`config.mk`:
```
export PLATFORM = sky130hd
export DESIGN_NAME = topo_classifier
export DESIGN_NICKNAME = d
export VERILOG_FILES = /design/src/rtl/topo_pkg.sv /design/src/rtl/topo_tol_reg.sv /design/src/rtl/topo_pair_stage.sv /design/src/rtl/topo_out_hold.sv /design/src/rtl/topo_classifier.sv
export SDC_FILE = /design/constraint.sdc
export NUM_CORES = 1
export LEC_CHECK = 0
export CAP_MARGIN = 25
export CORE_MARGIN = 1
export CORE_UTILIZATION = 39
export CTS_BUF_LIST = sky130_fd_sc_hd__clkbuf_4 sky130_fd_sc_hd__clkbuf_8
export DETAILED_ROUTE_END_ITERATION = 10
export PLACE_DENSITY = 0.65
export SLEW_MARGIN = 5
export SYNTH_ARGS = -nofsm -noshare
export SYNTH_HDL_FRONTEND = slang
export SYNTH_HIERARCHICAL = 1
export SYNTH_SLANG_ARGS = --single-unit
```
`constraint.sdc`:
```
create_clock -name clk -period 1.64 [get_ports clk]
set_input_delay 0.41 -clock clk [delete_from_list [all_inputs] [get_ports clk]]
set_output_delay 0.41 -clock clk [all_outputs]
set_load 0.02 [all_outputs]
```
`src/rtl/topo_pkg.sv`:
```
package topo_pkg;

    localparam int NUM_WEDGES   = 64;
    localparam int ZCNT_W       = 3;
    localparam int RCNT_W       = 2;
    localparam int TOL_W        = 2;
    localparam int TOL_DEFAULT  = 1;
    localparam int HOLD_CYCLES  = 3;
    localparam int OPEN_DEG     = 135;

    localparam int HALF_WEDGES  = NUM_WEDGES / 2;
    localparam int IDX_W        = $clog2(NUM_WEDGES);
    localparam int TOL_MAX      = (1 << TOL_W) - 1;
    // smallest wedge separation whose angle strictly exceeds OPEN_DEG
    localparam int OPEN_MIN_SEP = (OPEN_DEG * NUM_WEDGES) / 360 + 1;
    localparam int WORD_W       = ZCNT_W + RCNT_W + 3;

    typedef logic [NUM_WEDGES-1:0] wedge_map_t;
    typedef logic [IDX_W-1:0]      wedge_idx_t;
    typedef logic [TOL_W-1:0]      tol_t;

    typedef struct packed {
        logic [ZCNT_W-1:0] zcnt;
        logic [RCNT_W-1:0] rcnt;
        logic              spare;
        logic              open_f;
        logic              b2b_f;
    } trig_word_t;

    typedef struct packed {
        logic              valid;
        logic [ZCNT_W-1:0] zcnt;
        logic [RCNT_W-1:0] rcnt;
        wedge_map_t        open_hits;
        wedge_map_t        b2b_hits;
    } pair_stage_t;

    function automatic wedge_idx_t wrap_idx(input int i);
        int r;
        r = ((i % NUM_WEDGES) + NUM_WEDGES) % NUM_WEDGES;
        return wedge_idx_t'(r);
    endfunction

endpackage

```
`src/rtl/topo_tol_reg.sv`:
```
module topo_tol_reg
    import topo_pkg::*;
(
    input  logic clk,
    input  logic rst,
    input  logic we,
    input  tol_t wdata,
    output tol_t tol
);

    always_ff @(posedge clk) begin
        if (rst) begin
            tol <= tol_t'(TOL_DEFAULT);
        end else if (we) begin
            tol <= wdata;
        end
    end

    // a write lands on the next cycle
    a_r4_write_lands: assert property (@(posedge clk) disable iff (rst)
        we |=> (tol == $past(wdata)));

    // tolerance comes out of reset at its default
    a_r9_reset_default: assert property (@(posedge clk)
        $past(rst) |-> (tol == tol_t'(TOL_DEFAULT)));

endmodule

```
`src/rtl/topo_pair_stage.sv`:
```
module topo_pair_stage
    import topo_pkg::*;
(
    input  logic                 clk,
    input  logic                 rst,
    input  logic                 in_valid,
    input  wedge_map_t           in_map,
    input  logic [ZCNT_W-1:0]    in_zcnt,
    input  logic [RCNT_W-1:0]    in_rcnt,
    input  tol_t                 tol,
    output pair_stage_t          stage_q
);

    wedge_map_t open_raw;
    wedge_map_t b2b_raw;

    // Each wedge looks forward only: every qualifying pair is seen from
    // the endpoint whose forward distance lies in [OPEN_MIN_SEP, HALF].
    for (genvar a = 0; a < NUM_WEDGES; a++) begin : g_wedge
        logic far_any;
        logic opp_any;

        always_comb begin
            far_any = 1'b0;
            for (int d = OPEN_MIN_SEP; d <= HALF_WEDGES; d++) begin
                far_any = far_any | in_map[wrap_idx(a + d)];
            end
        end

        always_comb begin
            opp_any = in_map[wrap_idx(a + HALF_WEDGES)];
            for (int k = 1; k <= TOL_MAX; k++) begin
                if (k <= int'(tol)) begin
                    opp_any = opp_any
                            | in_map[wrap_idx(a + HALF_WEDGES + k)]
                            | in_map[wrap_idx(a + HALF_WEDGES - k)];
                end
            end
        end

        assign open_raw[a] = in_map[a] & far_any;
        assign b2b_raw[a]  = in_map[a] & opp_any;
    end

    always_ff @(posedge clk) begin
        if (rst) begin
            stage_q <= '0;
        end else begin
            stage_q.valid <= in_valid;
            if (in_valid) begin
                stage_q.zcnt      <= in_zcnt;
                stage_q.rcnt      <= in_rcnt;
                stage_q.open_hits <= open_raw;
                stage_q.b2b_hits  <= b2b_raw;
            end
        end
    end

    // fewer than two hits can never leave a pair bit set
    a_r5_sparse_quiet: assert property (@(posedge clk) disable iff (rst)
        (in_valid && ($countones(in_map) < 2)) |=>
            ((stage_q.open_hits == '0) && (stage_q.b2b_hits == '0)));

    // stage contents only move on a strobe
    a_r11_hold_without_valid: assert property (@(posedge clk) disable iff (rst)
        !in_valid |=> ($stable(stage_q.open_hits) && $stable(stage_q.b2b_hits)));

endmodule

```
`src/rtl/topo_out_hold.sv`:
```
module topo_out_hold
    import topo_pkg::*;
#(
    parameter int HOLD = HOLD_CYCLES
) (
    input  logic         clk,
    input  logic         rst,
    input  pair_stage_t  stage_i,
    output trig_word_t   word_q
);

    localparam int CNT_W = $clog2(HOLD + 1);

    trig_word_t       word_next;
    logic [CNT_W-1:0] hold_q;

    always_comb begin
        word_next.zcnt   = stage_i.zcnt;
        word_next.rcnt   = stage_i.rcnt;
        word_next.spare  = 1'b0;
        word_next.open_f = |stage_i.open_hits;
        word_next.b2b_f  = |stage_i.b2b_hits;
    end

    always_ff @(posedge clk) begin
        if (rst) begin
            word_q <= '0;
            hold_q <= '0;
        end else if (stage_i.valid) begin
            word_q <= word_next;
            hold_q <= CNT_W'(HOLD - 1);
        end else if (hold_q != '0) begin
            hold_q <= hold_q - 1'b1;
        end else begin
            word_q <= '0;
        end
    end

    // without a load the word either stays or drops to zero
    a_r7_no_spurious_change: assert property (@(posedge clk) disable iff (rst)
        !stage_i.valid |=> ((word_q == $past(word_q)) || (word_q == '0)));

    // an exhausted window with no new load clears the word
    a_r7_window_ends: assert property (@(posedge clk) disable iff (rst)
        ((hold_q == '0) && !stage_i.valid) |=> (word_q == '0));

    // a load always restarts the full window
    a_r8_restart: assert property (@(posedge clk) disable iff (rst)
        stage_i.valid |=> (hold_q == CNT_W'(HOLD - 1)));

endmodule

```
`src/rtl/topo_classifier.sv`:
```
module topo_classifier
    import topo_pkg::*;
(
    input  logic        clk,
    input  logic        rst,
    input  logic        evt_valid,
    input  logic [63:0] evt_map,
    input  logic [2:0]  evt_zcnt,
    input  logic [1:0]  evt_rcnt,
    input  logic        tol_we,
    input  logic [1:0]  tol_wdata,
    output logic [7:0]  trig_word
);

    tol_t        tol_cur;
    pair_stage_t stage;
    trig_word_t  word;

    topo_tol_reg u_tol (
        .clk   (clk),
        .rst   (rst),
        .we    (tol_we),
        .wdata (tol_wdata),
        .tol   (tol_cur)
    );

    topo_pair_stage u_pair (
        .clk      (clk),
        .rst      (rst),
        .in_valid (evt_valid),
        .in_map   (evt_map),
        .in_zcnt  (evt_zcnt),
        .in_rcnt  (evt_rcnt),
        .tol      (tol_cur),
        .stage_q  (stage)
    );

    topo_out_hold #(.HOLD(HOLD_CYCLES)) u_out (
        .clk     (clk),
        .rst     (rst),
        .stage_i (stage),
        .word_q  (word)
    );

    assign trig_word = word;

    // the spare position never carries a one at the port
    a_r6_spare_low: assert property (@(posedge clk) disable iff (rst)
        stage.valid |=> (trig_word[2] == 1'b0));

    // reset leaves the output word cleared
    a_r9_word_cleared: assert property (@(posedge clk)
        $past(rst) |-> (trig_word == 8'h00));

endmodule

```
==> out/qor.csv, run 1 <==
stage;metric;value;unit
global_routing;via count of the first global-routing pass;9218;
run;number of max-cap violations;0;
synthesis;number of distinct standard cells referenced by the synthesized netlist;54;
cts;CTS clk-pin slew, worst paths;0.09;ns
global_routing;M3 GR Usage;5.52;%
global_routing;met1 demand-to-capacity share in global routing;41.4;%
outcome;status;finished, violations left;
timing;max-slew violation count;0;
critical_path;Req. time, crit path;1.96;ns
power_and_ir_drop;power per cell area;798;nW/um^2
cts;# hold bufs at CTS;0;
routing;average wire length per cell after detail routing;22.7;microns
hold_path;type of the worst min-delay path;input port to flip-flop;
floorplan;number of rows in the core area;53;
cts;TritonCTS clock tree;yes;
routing;number of design rule violations left after detail routing;0;
routing;number of vias per cell after detailed routing;6.60;
global_routing;final global-route overflow total;0;
synthesis;share of flip-flops with an asynchronous set or reset after synthesis;0;%
synthesis;count of flip-flops with a built-in enable after synthesis;0;
cts;number of clock sinks;145;
critical_path;Setup crit end kind;flip-flop;
placed_design;estimated wirelength of the detail-placed design;23.9;mm
layout;post-layout net count;1278;
global_routing;antenna violations before repair;0;
cts;cell chosen for the clock root;sky130_fd_sc_hd__clkbuf_8;
floorplan;core outline area;21300;sq um
layout;area taken by flip-flops and latches;2910;sq um
power_and_ir_drop;Max rail drop VDD;523;uV
power_and_ir_drop;leakage power of the design;4.05;nW
layout;fill count;2032;
outcome;violated checks;setup timing;
synthesis;library cell occupying the most area in the post-synthesis netlist;sky130_fd_sc_hd__dfxtp_1;
placed_design;RePlAce Congestion;0.934;
floorplan;number of ports placed on the die boundary;83;
synthesis;most numerous cell types in the synthesized netlist;145 x sky130_fd_sc_hd__dfxtp_1, 73 x sky130_fd_sc_hd__clkbuf_1, 67 x sky130_fd_sc_hd__nor2_1;
timing;fmax;0.595;GHz
cts;Clock Path Buffers;2;
synthesis;register area share after synthesis;33.8;%
routing;total number of vias;9842;
cts;Skew-Pair Late Insertion Delay;0.48;ns
synthesis;mapped cell area;8590;sq um
routing;router iterations before antenna repair;5;
routing;number of violations reported at the end of detailed-routing iteration 0;1099;
critical_path;kind of start point of the critical path;input port;
layout;layout cells sized above 1;22.0;%
critical_path;Worst Path Arrival;2.00;ns
cts;count of H-tree levels built during CTS;4;
synthesis;synth top area cells;sky130_fd_sc_hd__dfxtp_1 34%, sky130_fd_sc_hd__o211ai_1 5.1%, sky130_fd_sc_hd__mux2i_1 4.4%;
floorplan;width of the die;150;microns
synthesis;Post-Synthesis Cells;1043;
placed_design;Buffers on Ports;81;
cts;clock buffers created by TritonCTS;17;
floorplan;overall die height;150;microns
timing;minimum period implied by the final worst setup slack;1.68;ns
placed_design;post-placement cell area;10700;sq um
timing;setup-violating endpoint count in the final report;2;
timing;fin crit share;102;%
layout;final core utilization;52.5;%
timing;Worst slew margin;27.7;%
global_routing;routing usage on met2;46.0;%
synthesis;Post-synth top flop;sky130_fd_sc_hd__dfxtp_1;
routing;antenna viol nets, final;0;
synthesis;top cell type's share of synthesized area;33.8;%
global_routing;GRT Util Overall;30.0;%
synthesis;yosys synthesis warning count;6;
critical_path;crit path max-delay cell type;sky130_fd_sc_hd__clkdlybuf4s50_1;
global_routing;busiest layer in global routing;met2;
layout;area of the multi-input gates;5120;sq um
layout;layout overhead on the synthesized area;30.0;%
synthesis;flip-flop and latch count after synthesis;145;
layout;post-route cell area;11200;sq um
global_routing;first-pass GRT wire length;52.3;mm
critical_path;start-to-end type of the worst setup path;input port to flip-flop;
floorplan;die area;22600;sq um
critical_path;biggest cell delay along the critical path;0.52;ns
layout;count of inserted antenna diode cells;0;
critical_path;critical path, cell by cell;clkdlybuf4s50_1, buf_4, o211a_1, a2111oi_1, a2111oi_0;
floorplan;starting density of the core;40.4;%
synthesis;top-count cell post-synth;sky130_fd_sc_hd__dfxtp_1;
critical_path;largest fanout on the critical path;9;
synthesis;Avg Synthesized Cell Area;8.24;sq um
timing;transition time of the tightest slew-check pin;1.08;ns
timing;number of failing hold endpoints at the final stage;0;
timing;post-layout worst setup margin;-0.0402;ns
synthesis;total nets after synthesis;1118;
timing;clock tree skew after final layout;0.0133;ns
global_routing;maximum number of pins on one net before global-route repair;63;
routing;Detailed Route WL;33.8;mm
-- sequential cells by signal (all words and copies together), names as in the netlist --
register	count
u_out/word_q	7
u_out/hold_q	2
u_tol/tol	2
u_pair/stage_q	134
-- kinds of logic after synthesis --
logic type             synth area share [%]
muxes                                  4.43
buffers and inverters                  7.53
other                                0.0436
and+or+nand+nor                        24.2
AOI/OAI and AO/OA                      30.0
DFF                                    33.8
-- placed cells by master, fill, tap and decap left out, types with 9 or more instances in the layout --
cell	n
sky130_fd_sc_hd__o311ai_1	21
sky130_fd_sc_hd__o211ai_1	58
sky130_fd_sc_hd__o21ai_1	30
sky130_fd_sc_hd__dfxtp_1	143
sky130_fd_sc_hd__and4_1	23
sky130_fd_sc_hd__nor2_1	67
sky130_fd_sc_hd__nor4_2	9
sky130_fd_sc_hd__mux2i_1	38
sky130_fd_sc_hd__clkbuf_8	17
sky130_fd_sc_hd__nor2b_1	25
sky130_fd_sc_hd__o22ai_1	12
sky130_fd_sc_hd__a21oi_1	55
sky130_fd_sc_hd__o21a_1	19
sky130_fd_sc_hd__o41ai_1	32
sky130_fd_sc_hd__nor3_1	11
sky130_fd_sc_hd__or2_2	14
sky130_fd_sc_hd__and4b_1	16
sky130_fd_sc_hd__clkdlybuf4s50_1	71
sky130_fd_sc_hd__nand2_1	66
sky130_fd_sc_hd__buf_4	187
sky130_fd_sc_hd__o31ai_1	25
sky130_fd_sc_hd__a311oi_1	21
sky130_fd_sc_hd__or4_1	28
sky130_fd_sc_hd__o21ai_0	45
sky130_fd_sc_hd__buf_12	10
sky130_fd_sc_hd__nor4_1	48
-- layer usage --
metal	part of all wire [%]	routed length [microns]
met2	45	15100
met5	0	0
met3	10	3500
met1	42	14200
met4	3.0	1010
-- path summary, 6_finish.rpt --
check                              to  slack, ns               start  cells past startpoint
setup / recovery   u_pair/stage_q[17]      -0.04         evt_map[46]                      5
hold reg to reg       u_out/word_q[1]       0.45     u_out/word_q[1]                      2
hold / removal    u_pair/stage_q[110]       0.39                 rst                      3
setup reg to reg      u_out/word_q[1]          0  u_pair/stage_q[99]                      5
-- area by class of cell --
type,count,share of cell area (%)
Clock inverter,15,1.32
Multi-Input combinational cell,759,45.9
Tap cell,275,3.08
Inverter,3,0.101
Timing Repair Buffer,277,21.5
Sequential cell,145,26.1
Clock buffer,17,2.10
-- where the power goes --
part           internal, mW  switching, mW
logic                 0.982           1.17
registers              3.73          0.174
clock network          1.24           1.61
total                  5.96           2.95
-- worst max-delay path: cells and delay by family --
| kind | cells | cell delay (ns) |
|---|---|---|
| buffers and inverters | 2 | 0.75 |
| AO/OA/AOI/OAI | 3 | 0.84 |
-- metrics by stage --
stage / power [mW] / hold slack (ns) / instances / TNS, ns / setup slack [ns]
floorplan: 5.01 / 0.416 / 1043 / 0 / 0.188
global placement: 6.02 / 0.432 / 1458 / -36.34 / -0.486
detailed placement: 6.04 / 0.444 / 1458 / -37.41 / -0.476
CTS: 8.87 / 0.368 / 1490 / 0 / 0.00931
global route: 9.25 / 0.394 / 1491 / -0.111 / -0.0679
finish: 8.91 / 0.390 / 1491 / -0.0429 / -0.0402
-- what timing repair did --
item                                    CTS  global route
gates resized for setup                   8            13
pin swaps                                 0             1
endpoints found under the setup margin    8            16
buffers inserted                          0             1
(Power assumes the default switching activity.)
==> run 2, diff against run 1 <==
TNS_END_PERCENT = 5   (was unset)
==> run 2 against run 1 <==
  * The flow still finishes with violations (setup timing)
  * Cell count hardly changed
  * Hold slack better by 0.0018 ns
  * First-iteration DRC count is 4.1% higher
  * Via count is 1.0% lower
  * Clock skew hardly changed
  * Design area is 0.13% lower
  * Sequential power hardly changed
  * Routed wire length is 0.82% lower
  * Critical path depth stayed put
  * Setup slack worse by 0.0095 ns
==> out/qor.csv, run 2 (synthesis gave the netlist of run 1 again) <==
stage;metric;value;unit;change
outcome;status;finished, violations left;;
outcome;violated checks;setup timing;;
placed_design;Buffers on Ports;81;;unchanged
timing;number of failing hold endpoints at the final stage;0;;unchanged
cts;number of clock sinks;145;;unchanged
cts;number of setup buffers added after CTS;0;;unchanged
hold_path;worst-case hold path end point;u_pair/stage_q[110];;
critical_path;Setup crit end kind;flip-flop;;
cts;count of H-tree levels built during CTS;4;;unchanged
critical_path;start-to-end type of the worst setup path;input port to flip-flop;;
power_and_ir_drop;Max rail drop VDD;525;uV;+0.47%
power_and_ir_drop;leakage power of the design;4.05;nW;-0.19%
layout;count of inserted antenna diode cells;0;;unchanged
routing;total number of vias;9743;;-1.0%
critical_path;R2R setup slack;0.01;ns;about the same
layout;layout overhead on the synthesized area;29.8;%;
global_routing;via count of the first global-routing pass;9218;;unchanged
timing;fmax;0.592;GHz;-0.56%
floorplan;width of the die;150;microns;unchanged
floorplan;core outline area;21300;sq um;unchanged
power_and_ir_drop;power per cell area;798;nW/um^2;about the same
timing;fin crit share;103;%;+0.58 points
timing;setup-violating endpoint count in the final report;1;;-1
global_routing;maximum number of pins on one net before global-route repair;63;;unchanged
global_routing;GRT Util Overall;30.0;%;unchanged
floorplan;overall die height;150;microns;unchanged
layout;number of flip-flops in the largest register;134;;unchanged
floorplan;die area;22600;sq um;unchanged
placed_design;count of placed standard cells including taps;1458;;unchanged
placed_design;RePlAce Congestion;0.934;;unchanged
routing;number of vias per cell after detailed routing;6.54;;-0.94%
layout;most frequent cells in the layout;186 x sky130_fd_sc_hd__buf_4, 143 x sky130_fd_sc_hd__dfxtp_1, 71 x sky130_fd_sc_hd__clkdlybuf4s50_1;;
cts;Skew-Pair Late Insertion Delay;0.47;ns;about the same
timing;clock tree skew after final layout;0.0136;ns;+0.000350 ns
critical_path;depth of the most critical reg-to-reg path;5;;unchanged
timing;Worst slew margin;29.4;%;+1.7 points
routing;average wire length per cell after detail routing;22.5;microns;-0.75%
routing;number of violations reported at the end of detailed-routing iteration 0;1144;;+4.1%
layout;post-layout net count;1277;;-0.078%
cts;CTS clk-pin slew, worst paths;0.09;ns;about the same
floorplan;number of ports placed on the die boundary;83;;unchanged
floorplan;starting density of the core;40.4;%;unchanged
layout;layout cells sized above 1;22.1;%;+0.10 points
layout;largest registers in the final layout;u_pair/stage_q (134), u_out/word_q (7);;
layout;fill count;2031;;-0.049%
timing;minimum period implied by the final worst setup slack;1.69;ns;+0.00948 ns
critical_path;Worst Path Arrival;2.01;ns;about the same
hold_path;Worst Hold Depth;3;;unchanged
critical_path;largest fanout on the critical path;9;;unchanged
routing;Detailed Route WL;33.6;mm;-0.82%
timing;setup repair after global routing missed its margin;yes;;
global_routing;final global-route overflow total;0;;unchanged
cts;TritonCTS clock tree;yes;;
routing;router iterations before antenna repair;5;;unchanged
floorplan;number of rows in the core area;53;;unchanged
global_routing;first-pass GRT wire length;52.3;mm;unchanged
critical_path;kind of start point of the critical path;input port;;
layout;post-route insts no fill;1490;;-0.067%
layout;Reg with most FFs;u_pair/stage_q;;
routing;number of design rule violations left after detail routing;0;;unchanged
timing;max-slew violation count;0;;unchanged
power_and_ir_drop;Total Power Consumption;8.90;mW;-0.13%
global_routing;antenna violations before repair;0;;unchanged
timing;transition time of the tightest slew-check pin;1.05;ns;-0.0257 ns
cts;cell chosen for the clock root;sky130_fd_sc_hd__clkbuf_8;;
cts;clock buffers created by TritonCTS;17;;unchanged
critical_path;start of the worst register-to-register path;u_pair/stage_q[99];;
critical_path;worst reg2reg endpoint;u_out/word_q[1];;
run;number of max-cap violations;0;;unchanged
routing;antenna viol nets, final;0;;unchanged
hold_path;origin of the worst min-delay path;rst;;
hold_path;type of the worst min-delay path;input port to flip-flop;;
timing;post-layout worst setup margin;-0.0497;ns;-0.00948 ns
cts;Clock Path Buffers;2;;unchanged
placed_design;estimated wirelength of the detail-placed design;23.9;mm;unchanged
critical_path;Req. time, crit path;1.96;ns;about the same
layout;most frequent standard cell in the layout excluding fill and tap cells;sky130_fd_sc_hd__buf_4;;
-- run 2: changes by cell type in the layout (fill, tap and decap cells not counted), sizes merged --
cell | before | now
buf | 198 | 197
-- run 2: worst max-delay path by stage --
stage | from | end | slack, ns | depth (start not counted)
CTS | evt_map[55] | u_pair/stage_q[91] | 0.009 | 4
finish | evt_map[46] | u_pair/stage_q[17] | -0.05 | 5
global route | evt_map[46] | u_pair/stage_q[17] | -0.07 | 5
global placement | evt_map[55] | u_pair/stage_q[91] | -0.49 | 4
floorplan | evt_map[41] | u_pair/stage_q[80] | 0.19 | 4
detailed placement | evt_map[55] | u_pair/stage_q[91] | -0.48 | 4
-- run 2: area by class of cell --
class | count | area, sq um | share of cell area (%)
clock buffer | 17 | 234 | 2.10
clock inverter | 15 | 148 | 1.32
inverter | 3 | 11.3 | 0.101
multi-input combinational | 759 | 5110 | 45.8
sequential | 145 | 2910 | 26.1
tap | 275 | 344 | 3.09
timing repair buffer | 276 | 2390 | 21.4
-- run 2: metal layers --
metal  share of wire [%]  GRT usage, %  wire (microns)
met4                 3.0          11.6             994
met1                  43          41.4           14300
met3                 9.4          5.52            3150
met2                  45          46.0           15100
met5                   0             0               0
-- run 2: what timing repair did --
item	CTS	global route
hold buffers	0	0
resized for setup	8	14
endpoints found under the setup margin	8	16
pin swaps	0	1
-- run 2: critical path, cell delays in order --
cell                              delay [ns]
sky130_fd_sc_hd__clkdlybuf4s50_1        0.52
sky130_fd_sc_hd__buf_4                  0.23
sky130_fd_sc_hd__o211a_1                0.24
sky130_fd_sc_hd__a2111oi_1              0.43
sky130_fd_sc_hd__a2111oi_0              0.18
-- run 2: metrics by stage --
stage                     setup slack, ns  utilization (%)  TNS (ns)  hold slack (ns)  cell area (sq um)
after floorplan                     0.188                -         0            0.416               8590
after global placement             -0.486             50.3    -36.34            0.432              10700
after detailed placement           -0.476             50.3    -37.41            0.444              10700
after CTS                         0.00931             52.1         0            0.368              11100
after global routing              -0.0746             52.4    -0.119            0.394              11200
final                             -0.0497             52.4   -0.0497            0.391              11200
-- run 2: where the power goes --
group / switching [mW] / internal [mW]
Combinational: 1.16 / 0.978
Sequential: 0.174 / 3.73
Clock: 1.61 / 1.24
Total: 2.94 / 5.96
==> run 3, diff against run 2 <==
CORE_ASPECT_RATIO = 0.8   (was unset)
==> run 3 against run 2 <==
  * Sequential power is essentially flat
  * Setup slack lost 0.022 ns
  * Clock skew grew 0.0020 ns
  * Utilization grew 0.63 points
  * Design area grew 2.5%
  * The run still ends with setup timing left
==> out/qor.csv, run 3 (synthesis gave the netlist of run 1 again) <==
stage;metric;value;unit;change
outcome;status;finished, violations left;;
outcome;violated checks;setup timing;;
layout;most frequent standard cell in the layout excluding fill and tap cells;sky130_fd_sc_hd__buf_4;;
routing;average wire length per cell after detail routing;22.8;microns;+1.3%
layout;layout overhead on the synthesized area;33.1;%;
global_routing;final global-route overflow total;0;;unchanged
global_routing;met1 demand-to-capacity share in global routing;44.1;%;+2.7 points
routing;total number of vias;9959;;+2.2%
global_routing;antenna violations before repair;0;;unchanged
floorplan;overall die height;135;microns;-10%
power_and_ir_drop;power per cell area;804;nW/um^2;+0.82%
critical_path;start-to-end type of the worst setup path;flip-flop to flip-flop;;
cts;# hold bufs at CTS;0;;unchanged
timing;max-slew violation count;0;;unchanged
cts;Skew-Pair Late Insertion Delay;0.47;ns;about the same
power_and_ir_drop;switching share of power;32.9;%;-0.16 points
timing;minimum period implied by the final worst setup slack;1.71;ns;+0.0220 ns
cts;number of clock sinks;145;;unchanged
routing;router iterations before antenna repair;6;;+1
layout;fill count;2003;;-1.4%
placed_design;post-placement cell area;10900;sq um;+1.7%
cts;CTS clk-pin slew, worst paths;0.10;ns;about the same
cts;TritonCTS clock tree;yes;;
global_routing;first-pass GRT wire length;52.9;mm;+1.2%
routing;number of violations reported at the end of detailed-routing iteration 0;1566;;+37%
placed_design;worst setup slack before clock tree synthesis;-0.447;ns;+0.0297 ns
timing;post-layout worst setup margin;-0.0717;ns;-0.0220 ns
timing;setup-violating endpoint count in the final report;7;;+6
layout;number of flip-flops in the largest register;134;;unchanged
timing;number of failing hold endpoints at the final stage;0;;unchanged
critical_path;kind of start point of the critical path;flip-flop;;
critical_path;Req. time, crit path;2.01;ns;+0.05 ns
placed_design;estimated wirelength of the detail-placed design;24.8;mm;+3.5%
layout;final core utilization;53.0;%;+0.63 points
timing;setup TNS;-0.302;ns;-0.253 ns
timing;tightest hold margin;0.326;ns;-0.0651 ns
global_routing;routing usage on met2;43.1;%;-2.9 points
layout;count of inserted antenna diode cells;0;;unchanged
routing;Detailed Route WL;34.6;mm;+3.1%
critical_path;crit path max-delay cell type;sky130_fd_sc_hd__nor4_2;;
layout;Reg with most FFs;u_pair/stage_q;;
cts;cell chosen for the clock root;sky130_fd_sc_hd__clkbuf_8;;
timing;fmax;0.584;GHz;-1.3%
global_routing;M3 GR Usage;6.48;%;+0.96 points
routing;number of design rule violations left after detail routing;0;;unchanged
placed_design;count of placed standard cells including taps;1482;;+1.6%
power_and_ir_drop;Gate power share;24.4;%;+0.4 points
floorplan;starting density of the core;39.9;%;-0.51 points
cts;count of H-tree levels built during CTS;4;;unchanged
timing;fin crit share;104;%;+1.3 points
critical_path;critical path, cell by cell;nor4_2, buf_4, nand4_1, nor4_2, buf_4, o21ai_1;;
routing;antenna viol nets, final;0;;unchanged
floorplan;number of ports placed on the die boundary;83;;unchanged
global_routing;GRT Util Overall;30.4;%;+0.46 points
placed_design;Buffers on Ports;81;;unchanged
power_and_ir_drop;leakage power of the design;4.19;nW;+3.5%
routing;number of vias per cell after detailed routing;6.56;;+0.40%
global_routing;busiest layer in global routing;met1;;
floorplan;core outline area;21600;sq um;+1.3%
power_and_ir_drop;sw power;3.02;mW;+2.8%
global_routing;via count of the first global-routing pass;9201;;-0.18%
power_and_ir_drop;internal power;6.17;mW;+3.6%
timing;setup repair after global routing missed its margin;yes;;
power_and_ir_drop;Max rail drop VDD;495;uV;-5.8%
layout;post-layout net count;1304;;+2.1%
layout;post-route insts no fill;1517;;+1.8%
cts;clock buffers created by TritonCTS;17;;unchanged
critical_path;Setup crit end kind;flip-flop;;
power_and_ir_drop;proportion of power drawn by the clock network;33.0;%;+0.9 points
layout;most frequent cells in the layout;212 x sky130_fd_sc_hd__buf_4, 141 x sky130_fd_sc_hd__dfxtp_1, 71 x sky130_fd_sc_hd__clkdlybuf4s50_1;;
layout;largest registers in the final layout;u_pair/stage_q (134), u_out/word_q (7);;
layout;layout cells sized above 1;24.2;%;+2.2 points
floorplan;number of rows in the core area;48;;-9.4%
global_routing;maximum number of pins on one net before global-route repair;40;;-37%
floorplan;die area;22600;sq um;about the same
floorplan;width of the die;168;microns;+12%
critical_path;Worst Path Arrival;2.09;ns;+0.08 ns
critical_path;largest fanout on the critical path;2;;-7
power_and_ir_drop;Total Power Consumption;9.20;mW;+3.3%
timing;clock tree skew after final layout;0.0156;ns;+0.00199 ns
layout;post-route cell area;11400;sq um;+2.5%
hold_path;type of the worst min-delay path;input port to flip-flop;;
placed_design;RePlAce Congestion;0.935;;about the same
run;number of max-cap violations;0;;unchanged
critical_path;biggest cell delay along the critical path;0.41;ns;-0.11 ns
cts;Clock Path Buffers;2;;unchanged
power_and_ir_drop;relative contribution of sequential cells to total power;42.6;%;-1.3 points
[run 3: worst max-delay path, delay by kind of cell (launching register included)]
family          cells  cell delay (ns)
compound gates      1             0.05
buf+inv             2             0.35
flops               1             0.39
simple gates        3             0.84
[run 3: repair_timing]
action / 4_1_cts / 5_1_grt
gates resized for setup: 13 / 17
setup endpoints to repair: 9 / 15
pin swaps: 1 / 5
buffers inserted: 0 / 3
[run 3: power by group through the flow]
stage                     clock network [mW]  registers (mW)  logic [mW]
after floorplan                            0            3.91        1.10
after global placement                     0            3.98        2.11
after detailed placement                   0            3.98        2.13
after CTS                               3.05            3.91        2.15
after global routing                    3.21            3.94        2.37
final                                   3.04            3.92        2.24
[run 3: path summary, 6_finish.rpt]
path                      startpoint                 end  slack (ns)  cells past startpoint
setup / recovery  u_pair/stage_q[15]     u_out/word_q[0]       -0.07                      6
hold reg to reg      u_out/word_q[0]     u_out/word_q[0]        0.45                      2
setup reg to reg  u_pair/stage_q[15]     u_out/word_q[0]       -0.07                      6
hold / removal                   rst  u_pair/stage_q[96]        0.33                      2
[run 3: final cells by class]
class                   count  area [sq um]  area share [%]
inverters                   3          11.3          0.0985
multi-input cells         759          5150            45.0
well taps                 275           344            3.01
clock buffers              17           234            2.05
repair buffers            303          2610            22.8
clock inverters            15           171            1.50
flip-flops and latches    145          2910            25.5
[run 3: layer usage]
layer | share of wire (%) | vias up
li1 | - | 4462
met1 | 44 | 4725
met2 | 41 | 683
met3 | 11 | 89
met4 | 3.4 | 0
met5 | 0 | -
